$ cat src/rtl/brom_pkg.sv
package brom_pkg;
   typedef enum logic [2:0] {
      ST_IDLE = 3'd0,
      ST_ALO  = 3'd1,
      ST_AHI  = 3'd2,
      ST_TURN = 3'd3,
      ST_ACC  = 3'd4,
      ST_DONE = 3'd5
   } brom_state_e;
endpackage

$ cat src/rtl/brom_seq_ctrl.sv
module brom_seq_ctrl
   import brom_pkg::*;
#(
   parameter int WAIT_W  = 4,
   parameter int LO_W    = 2,
   parameter int ALO_CYC = 3
) (
   input  logic              clk,
   input  logic              rst_n,
   input  logic              start,
   input  logic              dword,
   input  logic [WAIT_W-1:0] wait_cfg,
   output brom_state_e       state,
   output logic [LO_W-1:0]   idx,
   output logic              dword_q,
   output logic              sample,
   output logic              stb
);
   localparam int ALO_BITS = $clog2(ALO_CYC + 1);
   localparam int CNT_W    = (WAIT_W > ALO_BITS) ? WAIT_W : ALO_BITS;
   localparam int MID      = ALO_CYC / 2;

   generate
      if (ALO_CYC < 3 || (ALO_CYC % 2) == 0) begin : g_bad_alo
         $error("ALO_CYC must be odd and at least 3");
      end
   endgenerate

   logic [CNT_W-1:0]  cnt;
   logic [WAIT_W-1:0] wait_q;
   logic              win_end;
   logic              last_byte;

   assign win_end   = (state == ST_ACC) && (cnt == CNT_W'(wait_q));
   assign last_byte = !dword_q || (&idx);
   assign sample    = win_end;
   assign stb       = (state == ST_ALO) && (cnt == CNT_W'(MID));

   always_ff @(posedge clk or negedge rst_n) begin
      if (!rst_n) begin
         state   <= ST_IDLE;
         cnt     <= '0;
         idx     <= '0;
         dword_q <= 1'b0;
         wait_q  <= '0;
      end else begin
         unique case (state)
            ST_IDLE: begin
               if (start) begin
                  state   <= ST_ALO;
                  cnt     <= '0;
                  idx     <= '0;
                  dword_q <= dword;
                  wait_q  <= wait_cfg;
               end
            end
            ST_ALO: begin
               if (cnt == CNT_W'(ALO_CYC - 1)) begin
                  state <= ST_AHI;
                  cnt   <= '0;
               end else begin
                  cnt <= cnt + 1'b1;
               end
            end
            ST_AHI:  state <= ST_TURN;
            ST_TURN: begin
               state <= ST_ACC;
               cnt   <= '0;
            end
            ST_ACC: begin
               if (win_end) begin
                  cnt <= '0;
                  if (last_byte) state <= ST_DONE;
                  else           idx   <= idx + 1'b1;
               end else begin
                  cnt <= cnt + 1'b1;
               end
            end
            ST_DONE: state <= ST_IDLE;
            default: state <= ST_IDLE;
         endcase
      end
   end

   // the lane index never wraps inside a dword read
   a_r8_idx_no_wrap: assert property (@(posedge clk) disable iff (!rst_n)
      (state == ST_ACC && $past(state) == ST_ACC) |-> (idx >= $past(idx)));
   // a window never outlives the captured wait count
   a_r6_window_bound: assert property (@(posedge clk) disable iff (!rst_n)
      (state == ST_ACC) |-> (cnt <= CNT_W'(wait_q)));
endmodule

$ cat src/rtl/brom_addr_mux.sv
module brom_addr_mux
   import brom_pkg::*;
#(
   parameter int ADDR_W = 18,
   parameter int BUS_W  = 8,
   parameter int LO_W   = 2
) (
   input  brom_state_e       state,
   input  logic [ADDR_W-1:0] addr_q,
   input  logic              dword_q,
   input  logic [LO_W-1:0]   idx,
   output logic [BUS_W-1:0]  bus_out,
   output logic              bus_oe,
   output logic [LO_W-1:0]   lo_addr,
   output logic              chip_en_n
);
   localparam int MID_LSB = LO_W;
   localparam int HI_LSB  = LO_W + BUS_W;

   logic [BUS_W-1:0] mid_part;
   logic [BUS_W-1:0] hi_part;

   assign mid_part = addr_q[MID_LSB +: BUS_W];
   assign hi_part  = addr_q[HI_LSB  +: BUS_W];

   always_comb begin
      bus_out   = '0;
      bus_oe    = 1'b0;
      chip_en_n = 1'b1;
      unique case (state)
         ST_ALO: begin
            bus_out = mid_part;
            bus_oe  = 1'b1;
         end
         ST_AHI: begin
            bus_out   = hi_part;
            bus_oe    = 1'b1;
            chip_en_n = 1'b0;
         end
         ST_TURN, ST_ACC: chip_en_n = 1'b0;
         default: ;
      endcase
   end

   assign lo_addr = dword_q ? idx : addr_q[LO_W-1:0];
endmodule

$ cat src/rtl/brom_assembler.sv
module brom_assembler #(
   parameter int BUS_W = 8,
   parameter int LO_W  = 2
) (
   input  logic                            clk,
   input  logic                            rst_n,
   input  logic                            clear,
   input  logic                            sample,
   input  logic                            dword_q,
   input  logic [LO_W-1:0]                 idx,
   input  logic [BUS_W-1:0]                bus_in,
   output logic [BUS_W*(1<<LO_W)-1:0]      data
);
   localparam int LANES = 1 << LO_W;

   generate
      for (genvar g = 0; g < LANES; g++) begin : g_lane
         logic lane_sel;
         if (g == 0) begin : g_first
            assign lane_sel = !dword_q || (idx == LO_W'(0));
         end else begin : g_rest
            assign lane_sel = dword_q && (idx == LO_W'(g));
         end
         always_ff @(posedge clk or negedge rst_n) begin
            if (!rst_n)                    data[g*BUS_W +: BUS_W] <= '0;
            else if (clear)                data[g*BUS_W +: BUS_W] <= '0;
            else if (sample && lane_sel)   data[g*BUS_W +: BUS_W] <= bus_in;
         end
      end
   endgenerate
endmodule

$ cat src/rtl/brom_rd_seq.sv
module brom_rd_seq
   import brom_pkg::*;
#(
   parameter int ADDR_W  = 18,
   parameter int BUS_W   = 8,
   parameter int LO_W    = 2,
   parameter int WAIT_W  = 4,
   parameter int ALO_CYC = 3,
   localparam int DATA_W = BUS_W * (1 << LO_W)
) (
   input  logic              clk,
   input  logic              rst_n,
   input  logic              req_rd,
   input  logic              req_rom,
   input  logic              req_dword,
   input  logic [ADDR_W-1:0] req_addr,
   input  logic [WAIT_W-1:0] req_wait,
   output logic [BUS_W-1:0]  bus_out,
   output logic              bus_oe,
   input  logic [BUS_W-1:0]  bus_in,
   output logic              lat_stb,
   output logic [LO_W-1:0]   lo_addr,
   output logic              chip_en_n,
   output logic              busy,
   output logic              done,
   output logic [DATA_W-1:0] rd_data
);
   generate
      if (ADDR_W != 2 * BUS_W + LO_W) begin : g_bad_addr
         $error("ADDR_W must equal two bus widths plus LO_W");
      end
      if (WAIT_W < 1) begin : g_bad_wait
         $error("WAIT_W must be at least 1");
      end
   endgenerate

   brom_state_e       state;
   logic [LO_W-1:0]   idx;
   logic              dword_q;
   logic              sample;
   logic              start;
   logic [ADDR_W-1:0] addr_q;

   assign busy  = (state != ST_IDLE);
   assign done  = (state == ST_DONE);
   assign start = req_rd && req_rom && !busy;

   always_ff @(posedge clk or negedge rst_n) begin
      if (!rst_n)     addr_q <= '0;
      else if (start) addr_q <= req_addr;
   end

   brom_seq_ctrl #(.WAIT_W(WAIT_W), .LO_W(LO_W), .ALO_CYC(ALO_CYC)) u_ctrl (
      .clk(clk), .rst_n(rst_n), .start(start), .dword(req_dword),
      .wait_cfg(req_wait), .state(state), .idx(idx), .dword_q(dword_q),
      .sample(sample), .stb(lat_stb)
   );

   brom_addr_mux #(.ADDR_W(ADDR_W), .BUS_W(BUS_W), .LO_W(LO_W)) u_mux (
      .state(state), .addr_q(addr_q), .dword_q(dword_q), .idx(idx),
      .bus_out(bus_out), .bus_oe(bus_oe), .lo_addr(lo_addr),
      .chip_en_n(chip_en_n)
   );

   brom_assembler #(.BUS_W(BUS_W), .LO_W(LO_W)) u_asm (
      .clk(clk), .rst_n(rst_n), .clear(start), .sample(sample),
      .dword_q(dword_q), .idx(idx), .bus_in(bus_in), .data(rd_data)
   );

   // latch strobe only with the bus driven and the ROM deselected
   a_r3_stb_on_drive: assert property (@(posedge clk) disable iff (!rst_n)
      lat_stb |-> (bus_oe && chip_en_n));
   // once released under an active enable the bus stays released
   a_r5_stay_released: assert property (@(posedge clk) disable iff (!rst_n)
      (!chip_en_n && $past(!chip_en_n) && $past(!bus_oe)) |-> !bus_oe);
   // the enable returns high only in the done cycle
   a_r9_ce_rise_done: assert property (@(posedge clk) disable iff (!rst_n)
      $rose(chip_en_n) |-> done);
   // done is a single-cycle pulse
   a_r9_done_pulse: assert property (@(posedge clk) disable iff (!rst_n)
      done |=> !done);
   // the ROM is never selected while idle
   a_r2_idle_deselect: assert property (@(posedge clk) disable iff (!rst_n)
      !busy |-> (chip_en_n && !bus_oe));
   // result held between done and the next launch
   a_r9_hold: assert property (@(posedge clk) disable iff (!rst_n)
      ($past(done) && !busy) |-> $stable(rd_data));
endmodule

$ cat config.mk
export PLATFORM = sky130hd
export DESIGN_NAME = brom_rd_seq
export DESIGN_NICKNAME = d
export VERILOG_FILES = /design/src/rtl/brom_pkg.sv /design/src/rtl/brom_seq_ctrl.sv /design/src/rtl/brom_addr_mux.sv /design/src/rtl/brom_assembler.sv /design/src/rtl/brom_rd_seq.sv
export SDC_FILE = /design/constraint.sdc
export NUM_CORES = 1
export LEC_CHECK = 0
export ABC_AREA = 1
export BUFFER_PORTS_ARGS = -buffer_cell sky130_fd_sc_hd__buf_2
export CORE_MARGIN = 2
export CORE_UTILIZATION = 35
export CTS_CLUSTER_DIAMETER = 30
export DETAILED_ROUTE_END_ITERATION = 16
export PLACE_DENSITY_LB_ADDON = 0.1
export SKIP_CTS_REPAIR_TIMING = 1
export SLEW_MARGIN = 30
export SYNTH_ARGS = -nofsm -noshare
export SYNTH_HDL_FRONTEND = slang
export SYNTH_SLANG_ARGS = --single-unit
$ cat constraint.sdc
create_clock -name clk -period 1.7 [get_ports clk]
set_input_delay 0.34 -clock clk [delete_from_list [all_inputs] [get_ports clk]]
set_output_delay 0.34 -clock clk [all_outputs]
set_load 0.02 [all_outputs]
==> run metrics, run 1 <==
status=finished with violations; failing checks=negative hold slack, negative setup slack; DRC=0; max_cap viols=0; Clock Latency Late Sink=about 0.33 ns; CP max FO=5; VDD IR max=between 300 and 400 uV; placed insts=555; Synth cell types=22; CP cell instances=inv_2 > nor3_4 > buf_6 > inv_2 > nor2_2 > buf_4; Slew Viols, Final=0; CTS tree=built; HP Class=input pin to asynchronous set/reset pin; Min Hold Slack=-0.005015 ns; global placement routability congestion=0.7709; clk sink count=64; CP Depth=6; vias in the first global route=2732; clock tree buffer depth=2; syn_nets=407; Std-Cell Rows=34; largest net degree at the start of global routing=31; Yosys warning count=0; die width=98.90 um; Layout Skew=0.007917 ns; initial core utilization=0.3614; P per Cell Area=between 700 and 800 nW/um2; total power=between 3 and 4 mW; first-pass GRT wire length=roughly 13000 um; Final min period=1.877 ns; mapped cell area=roughly 3200 um2; CTS H-tree depth=3; Fillers=874; period utilization=1.104; ratio of cells with drive above 1 in the final layout=0.4004; Non-Filler Instances=580; initial antenna violation count=0; Worst Setup Start Kind=flop; Crit. End Element=primary output; Avg Cell Area, Syn=8.635 um2; Slew Limit Headroom=0.6280; Buffers & Inverters on Critical Path=4; Setup WS pre-CTS=0.1666 ns; CTS root buf=clkbuf_8; Setup Crit Path Kind=flop to primary output; Data arrival, critical path=1.54 ns; Core ar.=8721 um2; drt first pass iters=4; R2R depth=8; Mapped Cells=about 370; #FFs+latches synth=64; Vias=2820; area delta synth->final=36.24%; gr usage total=0.1719; Pleak=~2.3 nW; Final Hold Fails=4; setup total negative slack=-1.547 ns; initial drt markers=130; clk slew on worst S/H paths=approximately 0.07 ns; Diodes inserted=0; Slew @ Worst Pin=0.5579 ns; I/O Pins=82; Nets=509; PnR worst setup slack=-0.1773 ns; Die H=98.90 um; critical path's top delay family=buffers and inverters; RSZ-0062 raised after global routing=yes; CTS Buf Count=9; slowest CP cell=dfrtp_1; Port Buffers=81; Crit path largest cell delay=0.42 ns; FMAX=about 530 MHz; placed wire-length estimate=5834 um; Vias/cell=4.862; DRT Wirelength=8308 um; setup violators final=12; Req. time, crit path=1.36 ns; sequential share of the synthesized area=0.5081; die area=a little under 10000 um2; Avg WL per Cell=around 14 um; grt total ovfl=0; final antenna-violating net count=0; CP dominant cell by count=inv_2
==> cells in the final DEF (no fill, tap or decap), types with 16 or more instances in the layout <==
cell	count
nand2_1	83
buf_2	69
dfrtp_1	59
nand3_1	41
nand4_1	28
inv_1	20
nor2_1	19
buf_4	18
buf_6	17
inv_2	16
==> metrics by stage <==
step	instance area [um2]	util
final	4294	0.4924
after detailed placement	3777	0.4331
after floorplan	3152	-
after global placement	3777	0.4331
after CTS	3976	0.4560
after global routing	4294	0.4924
==> state kept, by name, indices dropped and copies added, names as in the netlist <==
name            flops
u_asm.data         32
u_ctrl.wait_q       4
u_ctrl.state        3
u_ctrl.dword_q      1
addr_q             18
u_ctrl.idx          2
u_ctrl.cnt          4
==> power breakdown <==
group,internal (mW),switching (mW)
combinational,0.0647,0.109
sequential,1.54,0.0117
clock,0.755,0.591
total,2.36,0.712
==> cell families (layout without fill, tap and decap cells) <==
kind of cell / count (synthesis) / count (layout) / synth area share
flip-flops: 64 / 64 / 0.5081
AND/OR/NAND/NOR: 199 / 199 / 0.3013
buffers and inverters: 55 / 162 / 0.07622
adder cells (fa/ha/maj): 7 / 7 / 0.02779
AO/OA/AOI/OAI: 28 / 28 / 0.04526
multiplexers: 10 / 10 / 0.03573
XOR/XNOR: 2 / 2 / 0.005559
==> final timing paths <==
path,from,end,slack [ns]
worst max-delay path,u_ctrl.state[0]$_DFFE_PN0P_,lat_stb,-0.18
worst min-delay path,rst_n,u_ctrl.wait_q[1]$_DFFE_PN0P_,-0.005
worst max register to register,u_ctrl.state[1]$_DFFE_PN0P_,u_asm.data[13]$_DFFE_PN0P_,-0.01
worst min register to register,u_asm.data[19]$_DFFE_PN0P_,u_asm.data[19]$_DFFE_PN0P_,0.50
max in group asynchronous,rst_n,u_asm.data[3]$_DFFE_PN0P_,1.17
min in group clk,req_addr[1],addr_q[1]$_DFFE_PN0P_,0.24
==> layout make-up <==
type	count	area, um2	area share
clock buffer	13	158.9	0.03700
clock inverter	3	40.04	0.009324
inverter	38	152.6	0.03555
multi-input combinational	246	1453	0.3383
timing repair buffer	108	747.0	0.1740
tap	108	135.1	0.03147
sequential	64	1608	0.3744
==> cell usage after synthesis, drive strengths merged <==
cell	number	area, um2
xor2	2	17.52
nor3	2	10.01
ha	7	87.58
mux2	10	112.6
nor2	25	123.9
nand3	48	240.2
o21a	1	7.510
o21ai	11	55.05
dfrtp	64	1602
a21oi	16	80.08
nand4	32	225.2
inv	37	138.9
nand2	92	350.3
buf	14	85.08
clkinv	1	5.000
clkbuf	3	11.26
==> metal layers <==
layer	up-vias	global-route usage	wire length [um]
met1	1324	0.2475	4093
met4	0	0.06849	87
met3	10	0.04043	461
met5	-	0	0
met2	69	0.2500	3666
li1	1417	-	-
Power figures use the tool's default switching activity.
==> run 2, diff against run 1 <==
==> constraint.sdc (replaced) <==
create_clock -name clk -period 2.3 [get_ports clk]
set_input_delay 0.46 -clock clk [delete_from_list [all_inputs] [get_ports clk]]
set_output_delay 0.46 -clock clk [all_outputs]
set_load 0.02 [all_outputs]
==> run 2 against run 1 <==
- the run now ends clean
- utilization fell by 4.7 points
- die area is the same
- total power down 26%
- combinational power down 30%
- design area fell by 9.6%
- critical path type unchanged
- largest cell class unchanged
- largest power group unchanged
==> run metrics, run 2 (synthesis gave the netlist of run 1 again) <==
ratio of cells with drive above 1 in the final layout=0.3082 (-0.09222); max_cap viols=0 (unchanged); Setup Crit Path Kind=flop to primary output; Clock Latency Late Sink=0.34 ns (about the same); Fillers=908 (+3.9%); largest net degree at the start of global routing=65 (+110%); setup violators final=0 (-12); Die H=98.90 um (unchanged); Power Internal=1.768 mW (-25%); placed wire-length estimate=5565 um (-4.6%); Avg WL per Cell=14.16 um (-1.1%); Port Buffers=81 (unchanged); Final min period=2.075 ns; total power=2.272 mW (-26%); Non-Filler Instances=559 (-3.6%); max FFs per register=32 (unchanged); Req. time, crit path=1.84 ns (+0.48 ns); Nets=489 (-3.9%); P per Cell Area=585.4 nW/um2 (-18%); VDD IR max=280.8 uV (-17%); DRC=0 (unchanged); die area=9780 um2 (unchanged); clock power share=0.441 (+0.003); RSZ-0062 raised after global routing=no; PnR worst setup slack=0.2254 ns (+0.4027 ns); Min Hold Slack=0.1300 ns (+0.1351 ns); Worst Setup Start Kind=flop; initial core utilization=0.3614 (unchanged); die width=98.90 um (unchanged); FMAX=482.0 MHz; most frequent cells in the layout=nand2_1 (90), buf_2 (81), dfrtp_1 (64); Crit. End Element=primary output; Slew @ Worst Pin=0.3902 ns (-0.1678 ns); FF-to-FF setup slack=0.57 ns (+0.58 ns); clock tree buffer depth=2 (unchanged); FF-to-FF End=u_asm.data[9]$_DFFE_PN0P_; Slew Viols, Final=0 (unchanged); placed insts=544 (-2.0%); clk slew on worst S/H paths=0.07 ns (about the same); global placement routability congestion=0.7594 (-1.5%); Layout Skew=0.009921 ns (+0.002003 ns); area delta synth->final=23.14%; Core ar.=8721 um2 (unchanged); net load switching power=504.1 uW (-29%); initial drt markers=84 (-35%); grt total ovfl=0 (unchanged); Diodes inserted=0 (unchanged); status=finished, final reports clean; Slew Limit Headroom=0.7399 (+0.1119); gr usage total=0.1710 (-0.0009488); commonest non-fill, non-tap cell in the layout=nand2_1; CP max FO=11 (+6); setup total negative slack=0 ns (+1.547 ns); initial antenna violation count=0 (unchanged); Pleak=2.167 nW (-7.2%); Std-Cell Rows=34 (unchanged); CTS tree=built; area of the multi-input gates=1324 um2 (-8.9%); CTS Buf Count=9 (unchanged); FF-to-FF Start=u_ctrl.state[1]$_DFFE_PN0P_; first-pass GRT wire length=13360 um (-0.62%); Largest regs=u_asm.data x32, addr_q x18; drt first pass iters=4 (unchanged); Vias/cell=4.909 (+0.96%); clk sink count=64 (unchanged); Setup WS pre-CTS=0.4858 ns (+0.3192 ns); period utilization=0.9020; Comb power frac=0.054 (-0.002); HP Class=input pin to asynchronous set/reset pin; Reg area=1602 um2 (-0.39%); I/O Pins=82 (unchanged); DRT Wirelength=7916 um (-4.7%); crit path launch=u_ctrl.state[1]$_DFFE_PN0P_; Data arrival, critical path=1.61 ns (+0.07 ns); end of the critical path=lat_stb; Sw Share=0.2219 (-0.009817); Vias=2744 (-2.7%); final antenna-violating net count=0 (unchanged); CTS H-tree depth=3 (unchanged); vias in the first global route=2758 (+0.95%); Sequential Power Share=0.505 (about the same); Largest Register=u_asm.data; Final Hold Fails=0 (-4); CTS root buf=clkbuf_8; R2R depth=7 (-1)
run 2: per-layer routing:
metal	GRT usage	part of all wire	wire (um)	vias up
li1	-	-	-	1374
met1	0.2418	0.49	3889	1297
met2	0.2521	0.44	3472	65
met3	0.04610	0.059	464	8
met4	0.06217	0.011	89	0
met5	0	0	0	-
run 2: how the worst min path moves through the flow:
| stage | start | endpoint | slack [ns] | depth (start not counted) |
|---|---|---|---|---|
| 2_1_floorplan | rst_n | addr_q[0]$_DFFE_PN0P_ | 0.16 | 0 |
| 3_3_place_gp | u_asm.data[15]$_DFFE_PN0P_ | u_asm.data[15]$_DFFE_PN0P_ | 0.48 | 2 |
| 3_5_place_dp | u_asm.data[30]$_DFFE_PN0P_ | u_asm.data[30]$_DFFE_PN0P_ | 0.49 | 2 |
| 4_1_cts | rst_n | u_ctrl.cnt[3]$_DFFE_PN0P_ | 0.14 | 2 |
| 5_1_grt | rst_n | u_ctrl.cnt[0]$_DFFE_PN0P_ | 0.15 | 2 |
| 6_report | rst_n | u_ctrl.cnt[0]$_DFFE_PN0P_ | 0.13 | 2 |
run 2: power groups by stage:
| stage | combinational [mW] | clock (mW) | sequential, mW |
|---|---|---|---|
| after floorplan | 0.0239 | 0 | 1.19 |
| after global placement | 0.123 | 0 | 1.17 |
| after detailed placement | 0.124 | 0 | 1.17 |
| after CTS | 0.124 | 1.04 | 1.15 |
| after global routing | 0.137 | 1.08 | 1.15 |
| final | 0.122 | 1.00 | 1.15 |
run 2: layout make-up:
type / count / share of cell area
clock buffers: 13 / 0.04352
clock inverters: 2 / 0.009671
inverters: 38 / 0.03707
multi-input cells: 246 / 0.3411
flip-flops and latches: 64 / 0.4126
well taps: 108 / 0.03482
repair buffers: 88 / 0.1212
run 2: worst max-delay path, stage by stage (launching register included):
cell and delay (ns):
dfrtp_1 0.49, nor3_1 0.23, buf_4 0.22, inv_2 0.06, nor2_1 0.11, buf_2 0.18
run 2: metrics by stage:
stage	instance area [um2]	utilization
after floorplan	3152	-
after global placement	3670	0.4208
after detailed placement	3670	0.4208
after CTS	3876	0.4445
after global routing	3881	0.4451
final	3881	0.4451
